===== src/rtl/crcf_pkg.sv =====
package crcf_pkg;

    localparam logic [31:0] CRC_POLY   = 32'hEDB88320;
    localparam logic [31:0] CRC_SEED   = 32'hFFFFFFFF;
    localparam int          WORD_BYTES = 4;

    typedef enum logic [1:0] {
        TX_BODY,
        TX_PAD,
        TX_TRAIL
    } tx_phase_e;

    typedef struct packed {
        logic good;
        logic too_short;
        logic crc_bad;
    } rx_verdict_t;

    // One byte through the reflected CRC register, eight shift steps.
    function automatic logic [31:0] crc_step(input logic [31:0] c, input logic [7:0] b);
        logic [31:0] r;
        r = c ^ {24'h0, b};
        for (int i = 0; i < 8; i++) begin
            r = r[0] ? ((r >> 1) ^ CRC_POLY) : (r >> 1);
        end
        return r;
    endfunction

endpackage


===== src/rtl/crcf_tx.sv =====
module crcf_tx
    import crcf_pkg::*;
(
    input  logic       clk,
    input  logic       rst,
    input  logic       in_valid,
    input  logic [7:0] in_data,
    input  logic       in_last,
    output logic       in_ready,
    output logic       out_valid,
    output logic [7:0] out_data,
    output logic       out_last,
    input  logic       out_ready
);
    localparam int AW = $clog2(WORD_BYTES);

    tx_phase_e        phase_q;
    logic [31:0]      crc_q;
    logic [AW-1:0]    align_q;
    logic [AW-1:0]    trail_q;
    logic [31:0]      check_word;
    logic             xfer;

    localparam logic [AW-1:0] ALIGN_TOP = AW'(WORD_BYTES - 1);

    assign check_word = ~crc_q;
    assign xfer       = out_valid && out_ready;

    always_comb begin
        out_valid = 1'b0;
        out_data  = 8'h00;
        out_last  = 1'b0;
        in_ready  = 1'b0;
        unique case (phase_q)
            TX_BODY: begin
                out_valid = in_valid;
                out_data  = in_data;
                in_ready  = out_ready;
            end
            TX_PAD: begin
                out_valid = 1'b1;
            end
            default: begin
                out_valid = 1'b1;
                out_last  = (trail_q == ALIGN_TOP);
                case (trail_q)
                    2'd0:    out_data = check_word[31:24];
                    2'd1:    out_data = check_word[23:16];
                    2'd2:    out_data = check_word[15:8];
                    default: out_data = check_word[7:0];
                endcase
            end
        endcase
    end

    always_ff @(posedge clk) begin
        if (rst) begin
            phase_q <= TX_BODY;
            crc_q   <= CRC_SEED;
            align_q <= '0;
            trail_q <= '0;
        end else if (xfer) begin
            unique case (phase_q)
                TX_BODY: begin
                    crc_q   <= crc_step(crc_q, in_data);
                    align_q <= align_q + 1'b1;
                    if (in_last) begin
                        phase_q <= (align_q == ALIGN_TOP) ? TX_TRAIL : TX_PAD;
                    end
                end
                TX_PAD: begin
                    crc_q   <= crc_step(crc_q, 8'h00);
                    align_q <= align_q + 1'b1;
                    if (align_q == ALIGN_TOP) begin
                        phase_q <= TX_TRAIL;
                    end
                end
                default: begin
                    trail_q <= trail_q + 1'b1;
                    if (trail_q == ALIGN_TOP) begin
                        phase_q <= TX_BODY;
                        crc_q   <= CRC_SEED;
                        align_q <= '0;
                    end
                end
            endcase
        end
    end

endmodule


===== src/rtl/crcf_rx.sv =====
module crcf_rx
    import crcf_pkg::*;
#(
    parameter int MIN_BYTES = 8
) (
    input  logic        clk,
    input  logic        rst,
    input  logic        in_valid,
    input  logic [7:0]  in_data,
    input  logic        in_last,
    output rx_verdict_t verdict
);
    localparam int CW = $clog2(MIN_BYTES + 1);
    localparam logic [CW-1:0] CNT_SAT   = CW'(MIN_BYTES);
    localparam logic [CW-1:0] CNT_SHORT = CW'(MIN_BYTES - 1);
    localparam logic [CW-1:0] CNT_WIN   = CW'(WORD_BYTES);

    logic [WORD_BYTES-1:0][7:0] win_q;
    logic [CW-1:0]              cnt_q;
    logic [31:0]                crc_q;
    logic [31:0]                crc_body;
    logic [31:0]                trailer;
    logic                       done;
    logic                       short_frame;
    logic                       match;

    // The oldest byte in the window belongs to the body once a fifth byte arrives.
    assign crc_body    = (cnt_q >= CNT_WIN) ? crc_step(crc_q, win_q[WORD_BYTES-1]) : crc_q;
    assign trailer     = {win_q[2], win_q[1], win_q[0], in_data};
    assign done        = in_valid && in_last;
    assign short_frame = cnt_q < CNT_SHORT;
    assign match       = (~crc_body) == trailer;

    always_comb begin
        verdict           = '0;
        verdict.too_short = done && short_frame;
        verdict.good      = done && !short_frame && match;
        verdict.crc_bad   = done && !short_frame && !match;
    end

    always_ff @(posedge clk) begin
        if (rst) begin
            win_q <= '0;
            cnt_q <= '0;
            crc_q <= CRC_SEED;
        end else if (in_valid) begin
            if (in_last) begin
                cnt_q <= '0;
                crc_q <= CRC_SEED;
            end else begin
                win_q <= {win_q[WORD_BYTES-2:0], in_data};
                crc_q <= crc_body;
                if (cnt_q != CNT_SAT) begin
                    cnt_q <= cnt_q + 1'b1;
                end
            end
        end
    end

endmodule


===== src/rtl/crc_frame_unit.sv =====
module crc_frame_unit
    import crcf_pkg::*;
#(
    parameter int MIN_FRAME_BYTES = 8
) (
    input  logic       clk,
    input  logic       rst,
    input  logic       tx_in_valid,
    input  logic [7:0] tx_in_data,
    input  logic       tx_in_last,
    output logic       tx_in_ready,
    output logic       tx_out_valid,
    output logic [7:0] tx_out_data,
    output logic       tx_out_last,
    input  logic       tx_out_ready,
    input  logic       rx_valid,
    input  logic [7:0] rx_data,
    input  logic       rx_last,
    output logic       rx_ready,
    output logic       rx_good,
    output logic       rx_short,
    output logic       rx_crc_err
);
    rx_verdict_t rx_verdict;

    crcf_tx u_tx (
        .clk       (clk),
        .rst       (rst),
        .in_valid  (tx_in_valid),
        .in_data   (tx_in_data),
        .in_last   (tx_in_last),
        .in_ready  (tx_in_ready),
        .out_valid (tx_out_valid),
        .out_data  (tx_out_data),
        .out_last  (tx_out_last),
        .out_ready (tx_out_ready)
    );

    crcf_rx #(.MIN_BYTES(MIN_FRAME_BYTES)) u_rx (
        .clk      (clk),
        .rst      (rst),
        .in_valid (rx_valid),
        .in_data  (rx_data),
        .in_last  (rx_last),
        .verdict  (rx_verdict)
    );

    assign rx_ready   = 1'b1;
    assign rx_good    = rx_verdict.good;
    assign rx_short   = rx_verdict.too_short;
    assign rx_crc_err = rx_verdict.crc_bad;

endmodule


===== config.mk =====
export PLATFORM = sky130hd
export DESIGN_NAME = crc_frame_unit
export DESIGN_NICKNAME = d
export VERILOG_FILES = /design/src/rtl/crcf_pkg.sv /design/src/rtl/crcf_tx.sv /design/src/rtl/crcf_rx.sv /design/src/rtl/crc_frame_unit.sv
export SDC_FILE = /design/constraint.sdc
export NUM_CORES = 1
export LEC_CHECK = 0
export BUFFER_PORTS_ARGS = -buffer_cell sky130_fd_sc_hd__buf_2
export CAP_MARGIN = 30
export CORE_ASPECT_RATIO = 1.1
export CORE_MARGIN = 4
export CORE_UTILIZATION = 30
export CTS_CLUSTER_SIZE = 30
export DETAILED_ROUTE_END_ITERATION = 6
export PLACE_DENSITY = 0.53
export SETUP_SLACK_MARGIN = 0.02
export SYNTH_ARGS = -nofsm -noshare
export SYNTH_HDL_FRONTEND = slang
export SYNTH_SLANG_ARGS = --single-unit

===== constraint.sdc =====
create_clock -name clk -period 3.1 [get_ports clk]
set_input_delay 0.31 -clock clk [delete_from_list [all_inputs] [get_ports clk]]
set_output_delay 0.31 -clock clk [all_outputs]
set_load 0.02 [all_outputs]

==> parameters.txt, run 1 <==
Parameter                              Value

Outcome
  Outcome ... complete, but fails checks
  Failing checks ... setup timing

Global routing
  Gr ovfl total ... 0
  Global-route wire length before repair ... 38000 um
  Global-route usage over all layers ... 0.169
  Vias in the first global route ... 6628
  Initial antenna violation count ... 0
  Pin count of the biggest net entering global routing ... 64

Routing
  Detail Route Antenna Nets ... 0
  1st-pass router iterations ... 6
  Total vias in the final route ... 6672
  Remaining DRCs ... 0
  Uppermost signal routing layer after detailed routing ... met4
  Sum of routed wire segments on met1 ... 10600 um
  Iteration-0 DRC count of the detailed router ... 508
  Wire length per cell after detailed routing ... 18.1 um
  Overall routed net length ... 24000 um
  Sum of met2 wire segment lengths after detailed routing ... 11800 um
  Ratio of routed vias to standard cells ... 5.04
  Met3 WL ... 964 um

Place
  Port Buffers ... 36
  DPL Wire Length ... 17100 um
  GPL Wtd Cong ... 0.918
  Number of placed instances with taps included ... 1285
  Worst setup slack before clock tree synthesis ... -0.141 ns

Timing
  Final Setup Violations ... 2
  WHS ... 0.206 ns
  Max Clock Skew ... 0.0129 ns
  Final WS setup ... -0.178 ns
  Setup repair after global routing missed its margin ... true
  Final period util ... 1.06
  Worst-case headroom to the max-slew limit ... 0.398
  Maximum clock rate ... 0.305 GHz
  Number of pins with negative max-slew slack in the final report ... 0
  Final-report hold violation count ... 0
  Worst Max-Slew Pin Slew ... 0.899 ns
  Min Tclk post-route ... 3.28 ns

Floorplanning
  Number of top-level pins ... 38
  Initial Utilization ... 0.308
  Num rows ... 61
  Die area ... 28800 um2
  Overall die height ... 178 um
  Overall die width ... 162 um
  Placeable core area ... 25500 um2

Setup path
  Critical path buffers and inverters ... 2
  Maximum cell stage delay along the critical path ... 0.37 ns
  CP Data Arrival Time ... 2.97 ns
  Critical path startpoint category ... register
  WS Path Type ... reg2out
  Largest fanout on the critical path ... 4
  Sequence of cells on the critical path ... xnor2_4 > buf_6 > xnor3_2 > nor2_1 > mux2i_2 > nand4_1 > nor4_2 > nand4_1 > nor2b_4 > buf_6
  CP max stage cell ... dfxtp_4
  Crit path capture type ... output port
  WP data required ... 2.79 ns
  CP top delay family ... simple AND/OR/NAND/NOR gates

Yosys
  Most common library cells after synthesis ... 132 x xnor2_1, 107 x nand2_1, 106 x dfxtp_1, 62 x a21oi_1, 55 x o22ai_1
  Net count after synthesis ... 932
  Number of flops mapped to enable cells by yosys ... 0
  Async SR Flop Fraction ... 0
  Portion of synthesized cell area occupied by the leading cell type ... 0.270
  Biggest area contributors in the synthesized netlist ... dfxtp_1 27%, xnor2_1 15%, xnor3_1 6.6%
  Synthesis warning total ... 0
  Cell area after technology mapping ... 7850 um2
  Distinct cell type count of the synthesized netlist ... 63
  Flops & latches, synth ... 106
  Mean area per synthesized cell ... 8.70 um2
  Share of synthesized area occupied by flip-flops and latches ... 0.270
  Cell type contributing the most total cell area after synthesis ... dfxtp_1
  Dominant synthesized flop cell ... dfxtp_1
  Cell count after synthesis ... 902
  Count leader, synth ... xnor2_1

Pwr
  Maximum vdd drop ... 0.280 mV
  Total leakage power ... 0.00364 uW
  Power density of the placed cells ... 528 nW/um2
  Final Power ... 5010 uW

Finish
  Non-filler instance count after layout ... 1324
  Post-synthesis to final-layout area growth ... 21.0%
  Post-layout util ... 0.372
  Net total in the final layout ... 1003
  Fraction of final layout cells with drive strength greater than 1 ... 0.210
  Antenna fix cells ... 0

Clock network
  Clock buffers created by TritonCTS ... 9
  Clock network latency to the later pin of the worst-skew pair ... 0.36 ns
  Count of clock tree sinks ... 106
  CTS H-tree depth ... 3
  Clk slew on worst S/H paths ... 0.07 ns
  Buffer cell driving the clock tree root ... clkbuf_16
  Buffer depth of the longest clock path ... 2
  Clock tree from TritonCTS ... built

Worst hold path
  Type of the tightest min-delay check ... in2reg

Flow run
  Count of maximum capacitance violations ... 0
==> per-stage QoR <==
| stage | setup TNS, ns | instance area (um2) |
|---|---|---|
| finish | -0.343 | 9490 |
| global route | -0.793 | 9490 |
| CTS | -0.470 | 9460 |
| detailed placement | -0.256 | 8720 |
| global placement | -0.383 | 8720 |
| floorplan | 0 | 7850 |
==> worst register-to-register path: cells and delay by family (launching register included) <==
kind	cells	cell delay, ns
XOR/XNOR	5	1.25
flip-flops	1	0.65
AO/OA/AOI/OAI	2	0.44
AND/OR/NAND/NOR	1	0.06
==> cells in the final DEF (no fill, tap or decap), drive strengths merged, types with 6 or more instances in the layout <==
cell type    n
buf        123
mux2i        8
dfxtp      106
nor2        52
xnor2      145
nor3         8
o21bai       6
nand4        6
nand2b      54
o311ai       9
o21ai       22
o22ai       55
a221oi       6
inv         12
nand2      107
nor2b       11
ha           7
xnor3       27
a211oi       6
clkbuf      11
or2          9
a21oi       62
xor2        50
==> registers in the layout, indices dropped and copies added, names as in the netlist <==
| name | count |
|---|---|
| u_rx.cnt_q | 4 |
| u_tx.crc_q | 32 |
| u_rx.win_q | 8 |
| u_tx.align_q | 2 |
| u_rx.crc_q | 32 |
| u_tx.phase_q | 2 |
| u_rx.trailer | 24 |
| u_tx.trail_q | 2 |
==> routing by layer <==
metal / global-route usage / vias up
met1: 0.215 / 3225
met2: 0.293 / 164
met3: 0.0253 / 37
met4: 0.0536 / 0
li1: - / 3246
met5: 0 / -
==> area by class of cell <==
class                      count  area [um2]
tap                          346         433
clock inverter                 5         108
timing repair buffer         123         943
multi-input combinational    723        5590
sequential                   106        2140
clock buffer                  11         243
inverter                      10        37.5
fill                        2650       16000
==> final timing paths <==
path | cells after the start | slack, ns | to | start
max reg2reg | 8 | 0.58 | u_tx.crc_q[19]$_SDFFE_PP1P_ | u_tx.crc_q[3]$_SDFFE_PP1P_
min | 2 | 0.21 | u_tx.phase_q[1]$_SDFFE_PP0P_ | tx_out_ready
max | 10 | -0.18 | rx_crc_err | u_rx.crc_q[0]$_SDFFE_PP1P_
min reg2reg | 2 | 0.50 | u_rx.win_q[26]$_SDFFE_PP0P_ | u_rx.win_q[26]$_SDFFE_PP0P_
==> report_power, final <==
group | switching, uW | leakage [uW] | total (uW) | internal [uW]
combinational | 1020 | 0.00260 | 2030 | 1000
sequential | 146 | 0.000864 | 1610 | 1470
clock | 550 | 0.000171 | 1370 | 819
==> kinds of logic after synthesis <==
kind of cell | synth area share
buffers and inverters | 0.0370
AND/OR/NAND/NOR | 0.169
XOR/XNOR | 0.326
other | 0.000478
adder cells (fa/ha/maj) | 0.0112
flip-flops | 0.270
multiplexers | 0.0174
AO/OA/AOI/OAI | 0.169
==> repair_timing <==
action | CTS | global route
buffers inserted | 21 | 2
hold buffers | 0 | 0
endpoints found under the setup margin | 2 | 2
cloned | 0 | 0
pin swaps | 20 | 1
resized for setup | 37 | 6
(Power assumes the default switching activity.)
==> run 2: changes to the inputs <==
Settings changed: CORE_MARGIN 4 to 1.
==> run 2 against run 1 <==
The run still ends with setup timing left. Flip-flop and latch count did not move. Design area fell by 0.50%. Count of clock-buffer cells in the layout fell by 2. Cell count rose by 0.15%. Worst setup slack got worse by 0.016 ns. Non-clock buffer count rose by 2. Fmax fell by 0.48%. Die area fell by 7.0%. Global-route usage rose by 1.5 points. Register-to-register slack improved by 0.03 ns. Core utilization fell by 0.19 points. Critical endpoint unchanged. Largest cell class unchanged. Highest routed layer unchanged.
==> parameters.txt, run 2 (synthesis results as in run 1) <==
Parameter                              Value

Clock network
  CTS H-tree depth ... 3
  Buffer depth of the longest clock path ... 2
  Clk slew on worst S/H paths ... 0.09 ns
  Count of clock tree sinks ... 106
  Buffer cell driving the clock tree root ... clkbuf_16
  Clock network latency to the later pin of the worst-skew pair ... 0.37 ns
  Clock tree from TritonCTS ... built
  Clock buffers created by TritonCTS ... 9

Timing
  Final-report hold violation count ... 0
  Maximum clock rate ... 0.304 GHz
  Final WS setup ... -0.194 ns
  WHS ... 0.192 ns
  Max Clock Skew ... 0.0147 ns
  Number of pins with negative max-slew slack in the final report ... 0
  Accumulated negative setup slack ... -0.382 ns
  Min Tclk post-route ... 3.29 ns
  Worst-case headroom to the max-slew limit ... 0.458
  Worst Max-Slew Pin Slew ... 0.811 ns
  Final Setup Violations ... 2
  Setup repair after global routing missed its margin ... true
  Final period util ... 1.06

Floorplanning
  Placeable core area ... 25500 um2
  Overall die height ... 172 um
  Initial Utilization ... 0.308
  Number of top-level pins ... 38
  Die area ... 26800 um2
  Num rows ... 61
  Overall die width ... 156 um

Place
  DPL Wire Length ... 17300 um
  GPL Wtd Cong ... 0.947
  Port Buffers ... 36
  Standard cell area after detailed placement ... 8750 um2

Routing
  Detail Route Antenna Nets ... 0
  Remaining DRCs ... 0
  Ratio of routed vias to standard cells ... 4.97
  Total vias in the final route ... 6595
  1st-pass router iterations ... 7
  Iteration-0 DRC count of the detailed router ... 505
  Overall routed net length ... 23800 um
  Wire length per cell after detailed routing ... 18.0 um

Pwr
  Switching component of the power ... 1760 uW
  Cell-internal power ... 3110 uW
  Switching part of the total power ... 0.361
  Power density of the placed cells ... 516 nW/um2
  Final Power ... 4870 uW
  Total leakage power ... 0.00363 uW
  Clock Power Share ... 0.255
  Combinational Power Share ... 0.417
  Reg power frac ... 0.329
  Maximum vdd drop ... 0.262 mV

Setup path
  CP Data Arrival Time ... 2.98 ns
  Crit path capture type ... output port
  R2r setup slk ... 0.61 ns
  WP data required ... 2.79 ns
  Critical path startpoint category ... register
  WS Path Type ... reg2out
  Largest fanout on the critical path ... 4

Finish
  Most frequent cells in the layout ... 126 x xnor2_1, 107 x nand2_1, 91 x dfxtp_1, 82 x buf_4, 61 x a21oi_1
  Antenna fix cells ... 0
  Area of all placed cells without fillers ... 9450 um2
  Commonest non-fill, non-tap cell in the layout ... xnor2_1
  Post-synthesis to final-layout area growth ... 20.4%
  Fraction of final layout cells with drive strength greater than 1 ... 0.214
  Net total in the final layout ... 1005

Worst hold path
  Type of the tightest min-delay check ... in2reg

Flow run
  Count of maximum capacitance violations ... 0

Global routing
  Global-route wire length before repair ... 37500 um
  Gr ovfl total ... 0
  Vias in the first global route ... 6512
  Global-route usage over all layers ... 0.183
  Initial antenna violation count ... 0
  Pin count of the biggest net entering global routing ... 40

Outcome
  Outcome ... complete, but fails checks
  Failing checks ... setup timing
[run 2: metal layers]
layer / track usage / vias up / part of all wire
met3: 0.0252 / 53 / 0.040
met4: 0.0784 / 0 / 0.031
met2: 0.317 / 168 / 0.49
met5: 0 / - / 0
met1: 0.228 / 3139 / 0.44
li1: - / 3235 / -
[run 2: stage by stage]
| step | utilization | setup slack, ns | instances |
|---|---|---|---|
| after floorplan | - | 0.0922 | 902 |
| after global placement | 0.343 | -0.109 | 1291 |
| after detailed placement | 0.343 | -0.0971 | 1291 |
| after CTS | 0.369 | -0.208 | 1326 |
| after global routing | 0.371 | -0.312 | 1326 |
| final | 0.371 | -0.194 | 1326 |
[run 2: worst max-delay path, cell delays in order, from the launching register on]
cell       delay (ns)
dfxtp_1          0.44
xnor2_4          0.16
buf_4            0.17
xnor3_1          0.50
xnor2_1          0.26
o2111ai_1        0.17
o41ai_2          0.22
o211a_1          0.19
nand4_1          0.20
nor2b_4          0.19
buf_6            0.12
[run 2: layout make-up]
type,instances,area (um2)
Sequential cell,106,2150
Clock buffer,9,225
Tap cell,346,433
Inverter,10,37.5
Fill cell,2682,16000
Timing Repair Buffer,125,922
Clock inverter,7,88.8
Multi-Input combinational cell,723,5590
[run 2: power groups by stage]
stage / combinational [uW] / sequential [uW] / clock, uW
2_1_floorplan: 1640 / 1570 / 0
3_3_place_gp: 2020 / 1640 / 0
3_5_place_dp: 2030 / 1630 / 0
4_1_cts: 2040 / 1600 / 1280
5_1_grt: 2230 / 1620 / 1330
6_report: 2030 / 1600 / 1240
[run 2: what timing repair did]
item	in CTS	in global routing
pin swaps	20	4
gates resized for setup	36	8
hold buffers	0	0
setup endpoints to repair	2	2
gates cloned	0	0
buffers inserted	19	0
[run 2: worst paths after layout]
| kind | start | to | cells past startpoint |
|---|---|---|---|
| max reg2reg | u_tx.crc_q[3]$_SDFFE_PP1P_ | u_tx.crc_q[19]$_SDFFE_PP1P_ | 8 |
| min reg2reg | u_rx.win_q[26]$_SDFFE_PP0P_ | u_rx.win_q[26]$_SDFFE_PP0P_ | 2 |
| min | tx_out_ready | u_tx.phase_q[1]$_SDFFE_PP0P_ | 2 |
| max | u_rx.crc_q[5]$_SDFFE_PP1P_ | rx_crc_err | 10 |
==> run 3: changes to the inputs <==
Settings changed: ABC_CLOCK_PERIOD_IN_PS from default to 3100, PLACE_DENSITY 0.53 to 0.46.
==> run 3 against run 2 <==
Sequential power hardly changed. Via count is 0.97% lower. Highest routed layer unchanged. Fmax is 0.35% lower. The run still ends with setup timing left. Critical endpoint unchanged. Cell count hardly changed. Clock skew hardly changed. Core utilization is 0.17 points higher. Routed wire length is 1.9% higher. Non-clock buffer count is 1 lower. Register-to-register slack hardly changed. Largest power group unchanged.
==> parameters.txt, run 3 (synthesis results as in run 1) <==
Parameter                              Value

Timing
  Maximum clock rate ... 0.302 GHz
  Setup repair after global routing missed its margin ... true
  Worst-case headroom to the max-slew limit ... 0.495
  Worst Max-Slew Pin Slew ... 0.754 ns
  Number of pins with negative max-slew slack in the final report ... 0
  Final Setup Violations ... 2
  Max Clock Skew ... 0.0144 ns
  Final WS setup ... -0.206 ns
  Accumulated negative setup slack ... -0.388 ns
  Final-report hold violation count ... 0
  Min Tclk post-route ... 3.31 ns
  Final period util ... 1.07

Setup path
  Critical path startpoint category ... register
  WS Path Type ... reg2out
  WP data required ... 2.79 ns
  Largest fanout on the critical path ... 4
  CP Data Arrival Time ... 3.00 ns
  Crit path capture type ... output port

Routing
  Wire length per cell after detailed routing ... 18.3 um
  Ratio of routed vias to standard cells ... 4.93
  Remaining DRCs ... 0
  Total vias in the final route ... 6531
  Iteration-0 DRC count of the detailed router ... 365
  1st-pass router iterations ... 5
  Detail Route Antenna Nets ... 0
  Overall routed net length ... 24300 um

Clock network
  CTS H-tree depth ... 3
  Buffer depth of the longest clock path ... 2
  Clock tree from TritonCTS ... built
  Clock network latency to the later pin of the worst-skew pair ... 0.37 ns
  Hold buffers post-CTS ... 0
  Count of clock tree sinks ... 106
  Clk slew on worst S/H paths ... 0.08 ns
  Clock buffers created by TritonCTS ... 9
  Buffer cell driving the clock tree root ... clkbuf_16

Floorplanning
  Die area ... 26800 um2
  Placeable core area ... 25500 um2
  Num rows ... 61
  Overall die width ... 156 um
  Initial Utilization ... 0.308
  Overall die height ... 172 um
  Number of top-level pins ... 38

Place
  DPL Wire Length ... 17300 um
  Port Buffers ... 36
  GPL Wtd Cong ... 0.872

Flow run
  Count of maximum capacitance violations ... 0

Worst hold path
  Type of the tightest min-delay check ... in2reg

Finish
  Commonest non-fill, non-tap cell in the layout ... xnor2_1
  Fraction of final layout cells with drive strength greater than 1 ... 0.212
  Post-synthesis to final-layout area growth ... 21.0%
  Most frequent cells in the layout ... 128 x xnor2_1, 107 x nand2_1, 92 x dfxtp_1, 77 x buf_4, 61 x a21oi_1
  Antenna fix cells ... 0
  Post-layout util ... 0.372
  Net total in the final layout ... 1004

Global routing
  Global-route usage over all layers ... 0.187
  Initial antenna violation count ... 0
  Gr ovfl total ... 0
  Pin count of the biggest net entering global routing ... 95
  Global-route wire length before repair ... 37600 um
  Vias in the first global route ... 6312

Outcome
  Failing checks ... setup timing
  Outcome ... complete, but fails checks

Pwr
  Total leakage power ... 0.00363 uW
  Maximum vdd drop ... 0.291 mV
  Power density of the placed cells ... 503 nW/um2
run 3: metal layers:
metal,track usage,share of wire,vias up
met1,0.240,0.46,3129
met4,0.0767,0.027,0
met5,0,0,-
li1,-,-,3235
met3,0.0191,0.027,36
met2,0.318,0.48,131
run 3: what timing repair did:
item / in CTS / in global routing
resized for setup: 29 / 20
gates cloned: 0 / 0
setup endpoints to repair: 2 / 2
pin swaps: 13 / 20
setup buffers: 12 / 10
run 3: path summary, 6_finish.rpt:
path	start	end	slack (ns)	cells past startpoint
worst max-delay path	u_rx.crc_q[1]$_SDFFE_PP1P_	rx_crc_err	-0.21	11
worst max register to register	u_tx.crc_q[0]$_SDFFE_PP1P_	u_tx.crc_q[23]$_SDFFE_PP1P_	0.62	8
worst min register to register	u_rx.win_q[24]$_SDFFE_PP0P_	u_rx.win_q[24]$_SDFFE_PP0P_	0.50	2
worst min-delay path	tx_out_ready	u_tx.phase_q[1]$_SDFFE_PP0P_	0.22	2
run 3: area by class of cell:
type,instances,area (um2)
Inverter,10,37.5
Sequential cell,106,2150
Clock inverter,5,42.5
Timing Repair Buffer,124,973
Clock buffer,11,243
Fill cell,2693,16000
Tap cell,346,433
Multi-Input combinational cell,723,5610
run 3: report_power, final:
part	switching [uW]	internal, uW
Clock	582	581
Combinational	1030	986
Sequential	136	1460
Total	1750	3030
run 3: worst max-delay path, stage by stage (launching register included):
cell,delay (ns)
dfxtp_4,0.37
buf_6,0.13
xor2_4,0.19
buf_6,0.13
xnor3_2,0.41
xnor3_1,0.32
o2111ai_2,0.13
o41ai_2,0.30
o211a_1,0.20
nand4_1,0.16
nor2b_4,0.18
buf_6,0.13
run 3: stage by stage:
stage | instances | instance area (um2) | hold WS (ns) | total power, uW | worst slack [ns]
final | 1325 | 9490 | 0.218 | 4780 | -0.206
after global routing | 1325 | 9490 | 0.215 | 5070 | -0.324
after CTS | 1315 | 9290 | 0.207 | 4840 | -0.214
after detailed placement | 1287 | 8760 | 0.490 | 3660 | -0.0746
after global placement | 1285 | 8720 | 0.486 | 3650 | -0.0608
after floorplan | 902 | 7850 | 0.406 | 3210 | 0.0922
